### src/rtl/wdog_pkg.sv
package wdog_pkg;

  localparam int NUM_THR = 2;
  localparam int THR_INT = 0;
  localparam int THR_RST = 1;

  localparam int BIT_EN     = 8;
  localparam int BIT_INT_EN = 9;
  localparam int BIT_RST_EN = 10;
  localparam int BIT_IFLAG  = 12;
  localparam int BIT_RFLAG  = 13;

  localparam logic [7:0] FEED_FIRST  = 8'hA5;
  localparam logic [7:0] FEED_SECOND = 8'h5A;

  typedef struct packed {
    logic countEn;
    logic restart;
  } dpStrb_t;

  typedef struct packed {
    logic       rstEn;
    logic       intEn;
    logic       en;
    logic [3:0] rstSel;
    logic [3:0] intSel;
  } ctrlFields_t;

endpackage

### src/rtl/wdog_thresh.sv
module wdog_thresh #(
  parameter int MAX_EXP = 31,
  parameter int CW      = MAX_EXP + 1
) (
  input  logic [3:0]    sel,
  input  logic [CW-1:0] nextCnt,
  input  logic          countEn,
  output logic          hit
);
  logic [CW-1:0] period;

  always_comb begin
    period = CW'(1) << (MAX_EXP - int'(sel));
    hit    = countEn && (nextCnt == period);
  end
endmodule

### src/rtl/wdog_datapath.sv
module wdog_datapath
  import wdog_pkg::*;
#(
  parameter int MAX_EXP = 31,
  localparam int CW     = MAX_EXP + 1
) (
  input  logic                      clk,
  input  logic                      rstN,
  input  dpStrb_t                   strb,
  input  logic [NUM_THR-1:0][3:0]   selArr,
  output logic [NUM_THR-1:0]        hits,
  output logic [CW-1:0]             cntOut
);
  logic [CW-1:0] cnt;
  logic [CW-1:0] nextCnt;

  assign nextCnt = cnt + CW'(1);
  assign cntOut  = cnt;

  always_ff @(posedge clk or negedge rstN) begin
    if (!rstN)             cnt <= '0;
    else if (strb.restart) cnt <= '0;
    else if (strb.countEn) cnt <= nextCnt;
  end

  for (genvar g = 0; g < NUM_THR; g++) begin : g_thr
    wdog_thresh #(.MAX_EXP(MAX_EXP), .CW(CW)) u_thr (
      .sel     (selArr[g]),
      .nextCnt (nextCnt),
      .countEn (strb.countEn),
      .hit     (hits[g])
    );
  end
endmodule

### src/rtl/wdog_ctrl.sv
module wdog_ctrl
  import wdog_pkg::*;
(
  input  logic                    clk,
  input  logic                    rstN,
  input  logic                    wrEn,
  input  logic                    wrSel,
  input  logic [31:0]             wrData,
  input  logic [NUM_THR-1:0]      hits,
  output dpStrb_t                 strb,
  output logic [NUM_THR-1:0][3:0] selArr,
  output logic [31:0]             ctrlRd,
  output logic                    irq,
  output logic                    rstReq,
  output logic                    feedArmed
);
  ctrlFields_t fields;
  logic        intFlag;
  logic        rstFlag;
  logic        armed;
  logic        ctrlWr;
  logic        feedWr;
  logic        feedDone;
  logic        intEvent;
  logic        rstEvent;
  logic [7:0]  feedByte;
  logic        unusedWr;

  assign unusedWr = ^{wrData[31:14], wrData[11]};
  assign ctrlWr   = wrEn && !wrSel;
  assign feedWr   = wrEn && wrSel;
  assign feedByte = wrData[7:0];
  assign feedDone = feedWr && armed && (feedByte == FEED_SECOND);

  assign intEvent = hits[THR_INT] && fields.intEn && !feedDone;
  assign rstEvent = hits[THR_RST] && fields.rstEn && !feedDone;

  assign strb.restart = feedDone || rstEvent;
  assign strb.countEn = fields.en;

  assign selArr[THR_INT] = fields.intSel;
  assign selArr[THR_RST] = fields.rstSel;

  always_ff @(posedge clk or negedge rstN) begin
    if (!rstN) begin
      fields <= '0;
    end else if (ctrlWr) begin
      fields.intSel <= wrData[3:0];
      fields.rstSel <= wrData[7:4];
      fields.en     <= wrData[BIT_EN];
      fields.intEn  <= wrData[BIT_INT_EN];
      fields.rstEn  <= wrData[BIT_RST_EN];
    end
  end

  always_ff @(posedge clk or negedge rstN) begin
    if (!rstN)       armed <= 1'b0;
    else if (feedWr) armed <= (feedByte == FEED_FIRST);
  end

  always_ff @(posedge clk or negedge rstN) begin
    if (!rstN) begin
      intFlag <= 1'b0;
      rstFlag <= 1'b0;
      rstReq  <= 1'b0;
    end else begin
      rstReq <= rstEvent;
      if (intEvent)                        intFlag <= 1'b1;
      else if (ctrlWr && wrData[BIT_IFLAG]) intFlag <= 1'b0;
      if (rstEvent)                        rstFlag <= 1'b1;
      else if (ctrlWr && wrData[BIT_RFLAG]) rstFlag <= 1'b0;
    end
  end

  assign irq       = intFlag && fields.intEn;
  assign feedArmed = armed;

  always_comb begin
    ctrlRd                = '0;
    ctrlRd[3:0]           = fields.intSel;
    ctrlRd[7:4]           = fields.rstSel;
    ctrlRd[BIT_EN]        = fields.en;
    ctrlRd[BIT_INT_EN]    = fields.intEn;
    ctrlRd[BIT_RST_EN]    = fields.rstEn;
    ctrlRd[BIT_IFLAG]     = intFlag;
    ctrlRd[BIT_RFLAG]     = rstFlag;
  end
endmodule

### src/rtl/wdog_pow2.sv
module wdog_pow2
  import wdog_pkg::*;
#(
  parameter int MAX_EXP = 31
) (
  input  logic        clk,
  input  logic        rstN,
  input  logic        wrEn,
  input  logic        wrSel,
  input  logic [31:0] wrData,
  output logic [31:0] ctrlRd,
  output logic        irq,
  output logic        rstReq
);
  localparam int CNT_W = MAX_EXP + 1;

  dpStrb_t                 strb;
  logic [NUM_THR-1:0][3:0] selArr;
  logic [NUM_THR-1:0]      hits;
  logic [CNT_W-1:0]        cntVal;
  logic                    feedArmed;

  wdog_ctrl u_ctrl (
    .clk       (clk),
    .rstN      (rstN),
    .wrEn      (wrEn),
    .wrSel     (wrSel),
    .wrData    (wrData),
    .hits      (hits),
    .strb      (strb),
    .selArr    (selArr),
    .ctrlRd    (ctrlRd),
    .irq       (irq),
    .rstReq    (rstReq),
    .feedArmed (feedArmed)
  );

  wdog_datapath #(.MAX_EXP(MAX_EXP)) u_dp (
    .clk    (clk),
    .rstN   (rstN),
    .strb   (strb),
    .selArr (selArr),
    .hits   (hits),
    .cntOut (cntVal)
  );
endmodule

### config.mk
export PLATFORM = sky130hd
export DESIGN_NAME = wdog_pow2
export DESIGN_NICKNAME = d
export VERILOG_FILES = /design/src/rtl/wdog_pkg.sv /design/src/rtl/wdog_thresh.sv /design/src/rtl/wdog_datapath.sv /design/src/rtl/wdog_ctrl.sv /design/src/rtl/wdog_pow2.sv
export SDC_FILE = /design/constraint.sdc
export NUM_CORES = 1
export LEC_CHECK = 0
export ABC_AREA = 0
export BUFFER_PORTS_ARGS = -buffer_cell sky130_fd_sc_hd__buf_2
export CAP_MARGIN = 25
export CORE_MARGIN = 1.5
export CORE_UTILIZATION = 59
export CTS_BUF_LIST = sky130_fd_sc_hd__clkbuf_2
export DETAILED_ROUTE_END_ITERATION = 10
export PLACE_DENSITY = 0.94
export RECOVER_POWER = 25
export SLEW_MARGIN = 10
export SYNTH_ARGS = -nofsm -noshare
export SYNTH_HDL_FRONTEND = slang
export SYNTH_SLANG_ARGS = --single-unit
### constraint.sdc
create_clock -name clk -period 4.7 [get_ports clk]
set_clock_uncertainty 0.15 [all_clocks]
set_input_delay 0.47 -clock clk [delete_from_list [all_inputs] [get_ports clk]]
set_output_delay 0.47 -clock clk [all_outputs]
set_load 0.05 [all_outputs]
* After elaboration in Yosys (flattened, before gate mapping) *
Cells that the tools add are included.

cells by class
  add/sub/neg operators = 3
  eq/ne operators = 4
  shift-type cells = 2
  multiplexer cells = 6
  reductions and logical operators = 19

operator list
  operator                                           number
  == test 32 bit                                     2
  2-to-1 mux 32 bit                                  2
  left shift 1 x 32 -> 32 bit, first input constant  2
  adder 32 x 1 -> 32 bit, second input constant      1
  logical AND 1 bit                                  13
  subtractor 5 x 4 -> 6 bit, first input constant    2
  == test 8 x 7 -> 1 bit, second input constant      1
  == test 8 bit, second input constant               1
  nonzero test 2 bit                                 3
  2-to-1 mux 1 bit                                   4
  zero test 1 bit                                    2
  logical OR 1 bit                                   1

storage, ports and cells
  register bits = 47
  logic and storage cells = 44

* Logic depth before layout (Yosys ltp) *
Gate-level depths: netlist of run 1.

  word-level depth = 8
  mapped depth = 12
  gate-level depth less buffers = 9

* Hierarchy *
From an unflattened synthesis of run 1, not the netlist that was laid out.

unflattened totals
  cells, all modules = 492
  area, all modules = 4108.9 sq um

modules (own cells, without submodules)
  module         instances  cells an instance  area an instance (sq um)  sequential area each (sq um)
  wdog_datapath  1          262                2235.9                    800.8
  wdog_thresh    2          75                 496.7                     0.0
  wdog_ctrl      1          80                 879.6                     375.4

* Worst setup path before layout of run 1 *
OpenSTA, ideal clock, no wires.

  kind = flip-flop to flip-flop
  from = reg u_dp.cnt[5] (netlist: u_dp.cntOut[5])
  to = reg u_dp.cnt[18] (netlist: u_dp.cntOut[18])
  setup time = 0.136 ns
  arrival = 3.209 ns
  slack = 1.204 ns
  stages on the path, launching flop included = 12
  buffers on the path = 3
  cells stage by stage = dfrtp_1 > buf_2 > nand3_2 > or4_1 > buf_2 > or4_4 > a2111oi_2 > o211ai_1 > a2111o_1 > nor3_4 > buf_6 > nor3_1

between the ends
  longest elaborated chain between the ends = 7
  elaborated cells on any way between the ends = 9
  those cells by class = add/sub (1); eq/ne (1); mux (2); reduce/logical (5)

ends and longest elaborated chain
  item                                                     RTL line             source
  start: declaration                                       wdog_datapath.sv:14  logic [CW-1:0] cnt;
  start signal: assignment                                 wdog_datapath.sv:23  else if (strb.countEn) cnt <= nextCnt;
  adder 32 x 1 -> 32 bit *                                 wdog_datapath.sv:17  assign nextCnt = cnt + CW'(1);
  == test 32 bit                                           wdog_thresh.sv:14    hit = countEn && (nextCnt == period);
  logical AND 1 bit                                        wdog_thresh.sv:14
  logical AND 1 bit (2 in a row)                           wdog_ctrl.sv:36      assign rstEvent = hits[THR_RST] && fields.rstEn && !feedDone;
  logical OR 1 bit                                         wdog_ctrl.sv:38      assign strb.restart = feedDone || rstEvent;
  2-to-1 mux 32 bit or nonzero test 2 bit (tied branches)  -

Every way passes the cells marked *; elsewhere a longest branch is shown, timed or not. The select of a mux whose other input is x is not followed.
A chain may end at the register's enable or synchronous reset.

* Worst setup path after layout of run 1 *
  from = reg u_dp.cnt[5] (netlist: u_dp.cntOut[5])
  to = reg u_dp.cnt[31] (netlist: u_dp.cntOut[31])

Same word-level chain as after synthesis.

==> metrics.csv, run 1 <==
metric,value,unit
critPathSlowestCell,or4_1,
tritoncts,yes,
crit_path_max_fanout,18,
tightest_slew,2010,ps
clkTransAtPathRegs,230,ps
ys_async_sr_fraction,100,%
whs_endpoint,u_ctrl.ctrlRd[8],
drtIter0Drc,304,
die_area,7180,um^2
rsz0062_at_grt,false,
rows,29,
cp_top_family,simple AND/OR/NAND/NOR gates,
clockBufferDepth,2,
crit_buf_inv,1,
power_density,399,nW/um^2
hold_viol_final,0,
synth_edf_count,0,
timing.fmax,258,MHz
synth.ff_latch_count,47,
grt_first_pass_wirelength,16100,um
crit_type,reg -> reg,
crit_top_cell,or4_1,
arrival,4030,ps
pin_count,70,
cts.sink_count,47,
n_antenna_cell,0,
cp_cell_sequence,"nand3_2, or4_1, nor4_1, xor2_1, o221ai_1, or4_1, nor3_4, buf_4, nor3_1",
h-tree-depth,2,
holdCritStartpoint,wrData[8],
max-slew-margin-rel,-33.8,%
area_delta_synth_final,2.29,%
cp-end-kind,register,
cp.required,4850,ps
fin_tns_setup,0,ps
first_pass_iters,5,
drive_gt1_share,12.8,%
die_x,84.7,um
critPathMaxStageDelay,740,ps
place.port_buffers,31,
die_height,84.7,um
violations,"max-capacitance violations, max-slew violations",
core-area,6390,um^2
final_cells,561,
holdPathStages,2,
grtUsageTotal,27.6,%
ys_seq_area_share,29.8,%
clk_latency,420,ps
timing.final.crit_share,82.6,%
place_congestion,0.969,
antenna_found_initial,0,
cts_made_buffers,5,
grt_start_max_net_pins,48,
maxCapViolCount,1,
hold_class,in -> reg,
setup_viol,0,
p_leak,0.00159,uW
final_core_util,63.1,%
start_kind,register,
grt.overflow.total,0,
ys_types,62,
drc,0,
antenna_left,0,
power,1610,uW
nets,522,
min_period,3880,ps
outcome,"finished, violations left",
rr_endpoint,u_dp.cntOut[31],
grt_pass1_vias,3350,
reg2regPathDepth,9,
ff2ff_setup_slack,820,ps
ys.flop_type,dfrtp_1,
initial_core_util,61.7,%
place_hpwl,7170,um
syn-cell-area,3940,um^2
r2r_start,u_dp.cntOut[5],
drv_slew,37,
dp_cells,552,
cp-startpoint,u_dp.cntOut[5],
via_per_inst,6.58,
syn_avg_cell_area,8.23,um^2
root_buffer,clkbuf_2,
peakVddDrop,0.000284,V
vias,3694,
ys_warn_count,0,
wl,9800,um
syn_inst,479,
wire_per_inst,17.5,um
==> layout make-up <==
class                      instances  area, um^2
clock buffer                       5        25.0
clock inverter                     2        8.76
fill                             519        2350
inverter                           7        26.3
multi-input combinational        385        2500
sequential                        47        1180
tap                               77        96.3
timing repair buffer              38         204
==> cells in the mapped netlist, types with 7 or more instances <==
cell      count  area share, %
xnor2_1      20            4.4
nand2_1      43            4.1
nand3_1      21            2.7
nor3_1       32            4.1
clkbuf_1     23            2.2
or4_1         9            1.7
buf_2         7           0.89
and3_1        9            1.4
mux2_2       15            4.3
dfrtp_1      47             30
or3_1         7            1.1
nor4_1       13            2.1
xor2_1       30            6.7
nand4_1      20            3.2
inv_1         7           0.67
nor2_1       44            4.2
buf_4        22            4.2
o21ai_0      11            1.4
a21oi_1       8            1.0
==> kinds of logic (layout without fill, tap and decap cells) <==
| logic type | count (synthesis) | in the layout | synth area share [%] |
|---|---|---|---|
| muxes | 20 | 20 | 5.55 |
| buffers and inverters | 65 | 52 | 8.73 |
| DFF | 47 | 47 | 29.8 |
| and+or+nand+nor | 234 | 234 | 31.8 |
| other | 1 | 19 | 0.0951 |
| xor gates and xnor gates | 53 | 53 | 12.8 |
| AOI/OAI and AO/OA | 57 | 57 | 10.6 |
| adders and majority gates | 2 | 2 | 0.635 |
==> worst max-delay path by stage <==
stage,end,cells past startpoint
floorplan,u_dp.cntOut[18],11
global placement,u_dp.cntOut[31],9
detailed placement,u_dp.cntOut[27],9
CTS,u_dp.cntOut[27],9
global route,u_dp.cntOut[26],9
finish,u_dp.cntOut[31],9
==> timing repair <==
action,CTS,global route
hold endpoints to repair,0,11
setup buffers,0,0
hold buffers,0,1
resized for setup,0,0
==> metrics by stage <==
step | worst slack, ps | cell area (um^2) | hold slack, ps
floorplan | 1200 | 4010 | 24.4
global placement | 989 | 3990 | 324
detailed placement | 927 | 3990 | 352
CTS | 886 | 4020 | 62.8
global route | 628 | 4030 | 107
finish | 817 | 4030 | 115
==> metal layers <==
layer	share of wire, %	vias up	track usage [%]
met2	49	214	46.8
met5	0	-	0
met4	3.5	0	10.9
met1	39	1750	35.2
met3	8.1	33	4.82
li1	-	1697	-
==> placed cells by master, fill, tap and decap left out, drive strengths merged, types with 3 or more instances in the layout <==
| cell | synthesis | layout |
|---|---|---|
| or3 | 7 | 7 |
| nand2 | 43 | 43 |
| nor2 | 44 | 44 |
| o21ai | 11 | 11 |
| buf | 34 | 34 |
| nor4 | 13 | 13 |
| nor2b | 4 | 4 |
| xnor2 | 20 | 20 |
| nor3 | 33 | 33 |
| a211oi | 3 | 3 |
| or4 | 10 | 10 |
| mux2i | 5 | 5 |
| xor2 | 30 | 30 |
| conb | 1 | 19 |
| and2 | 5 | 5 |
| nand2b | 5 | 5 |
| o31ai | 5 | 5 |
| o21a | 3 | 3 |
| xnor3 | 3 | 3 |
| nand3 | 22 | 22 |
| dfrtp | 47 | 47 |
| and3 | 9 | 9 |
| clkbuf | 24 | 8 |
| a21oi | 8 | 8 |
| nor4bb | 3 | 3 |
| nor3b | 5 | 5 |
| mux2 | 15 | 15 |
| nand4 | 20 | 20 |
| and4 | 3 | 3 |
| inv | 7 | 7 |
==> worst reg2reg max path: cells and delay by family (launching register included) <==
| family | cells | cell delay, ps |
|---|---|---|
| and+or+nand+nor | 6 | 2280 |
| DFF | 1 | 560 |
| xor gates and xnor gates | 1 | 360 |
| buffers and inverters | 1 | 270 |
| AOI/OAI and AO/OA | 1 | 150 |
==> report_power, final <==
part / switching, uW / total, uW / leakage [uW] / internal, uW
Clock: 129 / 160 / 0.0000262 / 31.5
Sequential: 232 / 735 / 0.000516 / 504
Combinational: 451 / 712 / 0.00105 / 262
Total: 811 / 1610 / 0.00159 / 797
==> flip-flops by register name (all words and copies together) (netlist names) <==
signal,cells
u_ctrl.feedArmed,1
u_dp.cntOut,32
u_ctrl.ctrlRd,11
u_ctrl.intFlag,1
u_ctrl.rstFlag,1
u_ctrl.rstReq,1
Power figures use the tool's default switching activity.
==> run 2: changes to the inputs <==
- CORE_UTILIZATION: 59 -> 53
- PLACE_DENSITY: 0.94 -> 0.89
- clock period: 4.7 -> 3.2 ns (I/O delays scaled with it)
==> run 2 against run 1 <==
Against the previous run:
- the flow finishes with violations (negative setup slack)
- final cell count up 17%
- non-clock buffer count up 73
- register-to-register slack worse by 1000 ps
- power up 79%
- sequential power up 24%
- critical path depth unchanged
- critical path type unchanged
- sequential cell count unchanged
- count of clock-buffer cells in the layout up 2
- via count up 6.8%
- cell area up 19%
- core utilization up 3.1 points
- combinational power up 140%
==> metrics.csv, run 2 (synthesis results as in run 1) <==
metric,value,unit
wl,10900,um
outcome,"finished, violations left",
p_leak,0.00196,uW
pin_count,70,
violations,negative setup slack,
place.port_buffers,31,
place_hpwl,8010,um
die_area,7970,um^2
timing.final.crit_share,106,%
hold_viol_final,0,
core-area,7210,um^2
drv_slew,0,
power,2870,uW
tightest_slew,1420,ps
drive_gt1_share,26.0,%
initial_core_util,54.6,%
clk_latency,450,ps
power_density,601,nW/um^2
n_antenna_cell,0,
fill_cells,626,
cp-end-kind,register,
max-slew-margin-rel,5.10,%
grtUsageTotal,28.2,%
crit_buf_inv,1,
critPathSlowestCell,or4_4,
wire_per_inst,16.5,um
root_buffer,clkbuf_2,
cp_cell_sequence,"nand3_4, or4_4, or4_4, a2111oi_4, o211ai_1, a2111o_1, nor3_4, buf_12, nor3_1",
cts_made_buffers,5,
rsz0062_at_grt,true,
clockBufferDepth,2,
grt_start_max_net_pins,35,
die_x,89.3,um
place_ws,-96.3,ps
tritoncts,yes,
maxCapViolCount,0,
peakVddDrop,0.000437,V
final_cell_mix,"buf_4 (66), dfrtp_1 (46), nor2_1 (44)",
setup_viol,20,
antenna_left,0,
grt.overflow.total,0,
start_kind,register,
critPathMaxStageDelay,590,ps
min_period,3380,ps
crit_path_max_fanout,18,
clkTransAtPathRegs,240,ps
drtIter0Drc,276,
setup_slack,-179,ps
first_pass_iters,5,
rows,31,
nets,595,
crit_top_cell,or4_4,
drc,0,
arrival,3560,ps
final_core_util,66.3,%
largest_reg_flops,32,
cts.sink_count,47,
layout_commonest_cell,buf_4,
grt_first_pass_wirelength,17400,um
via_per_inst,6.00,
vias,3945,
cp_top_family,simple AND/OR/NAND/NOR gates,
grt_pass1_vias,3800,
h-tree-depth,2,
timing.fmax,296,MHz
place_congestion,0.961,
die_height,89.3,um
area_delta_synth_final,21.2,%
antenna_found_initial,0,
crit_type,reg -> reg,
hold_class,in -> reg,
cp.required,3380,ps
run 2: per-layer routing:
metal  routed length [um]  track usage, %
met1                 4340            34.0
met2                 5460            49.4
met3                  585            4.25
met4                  473            13.7
met5                    0               0
run 2: worst min-delay path, cell delays in order:
cell,delay (ps)
buf_2,90
inv_1,40
o21ai_0,70
o31ai_1,70
run 2: timing repair:
action	4_1_cts	5_1_grt
pin swaps	0	3
resized for setup	0	12
buffers inserted	0	5
hold buffers	12	0
endpoints found under the setup margin	21	21
hold endpoints to repair	31	0
run 2: path summary, 6_finish.rpt:
kind / end / startpoint / slack, ps / cells after the start
min in group asynchronous: u_dp.cntOut[0] / rstN / 420 / 2
setup / recovery: u_dp.cntOut[23] / u_dp.cntOut[9] / -180 / 9
hold reg to reg: u_ctrl.feedArmed / u_ctrl.feedArmed / 370 / 2
max in group asynchronous: u_dp.cntOut[7] / rstN / 500 / 3
setup reg to reg: u_dp.cntOut[23] / u_dp.cntOut[9] / -180 / 9
hold / removal: u_ctrl.rstFlag / wrData[13] / 20 / 4
run 2: stage by stage:
step | setup TNS, ps | std cells | hold slack, ps | area, um^2
2_1_floorplan | -2580 | 497 | -126 | 4100
3_3_place_gp | -689 | 632 | 315 | 4520
3_5_place_dp | -1660 | 633 | 176 | 4540
4_1_cts | -2830 | 653 | 13.9 | 4700
5_1_grt | -4930 | 657 | 52.6 | 4780
6_report | -2840 | 657 | 18.7 | 4780
run 2: power by group:
group | switching (uW) | internal, uW
Combinational | 979 | 722
Clock | 197 | 59.5
Sequential | 171 | 743
run 2: cell type report:
| class | instances | area [um^2] | share of cell area [%] |
|---|---|---|---|
| clock buffer | 7 | 35.0 | 0.733 |
| multi-input combinational | 385 | 2620 | 54.8 |
| timing repair buffer | 111 | 793 | 16.6 |
| inverter | 7 | 26.3 | 0.550 |
| tap | 99 | 124 | 2.59 |
| sequential | 47 | 1180 | 24.6 |
| clock inverter | 1 | 5.00 | 0.105 |
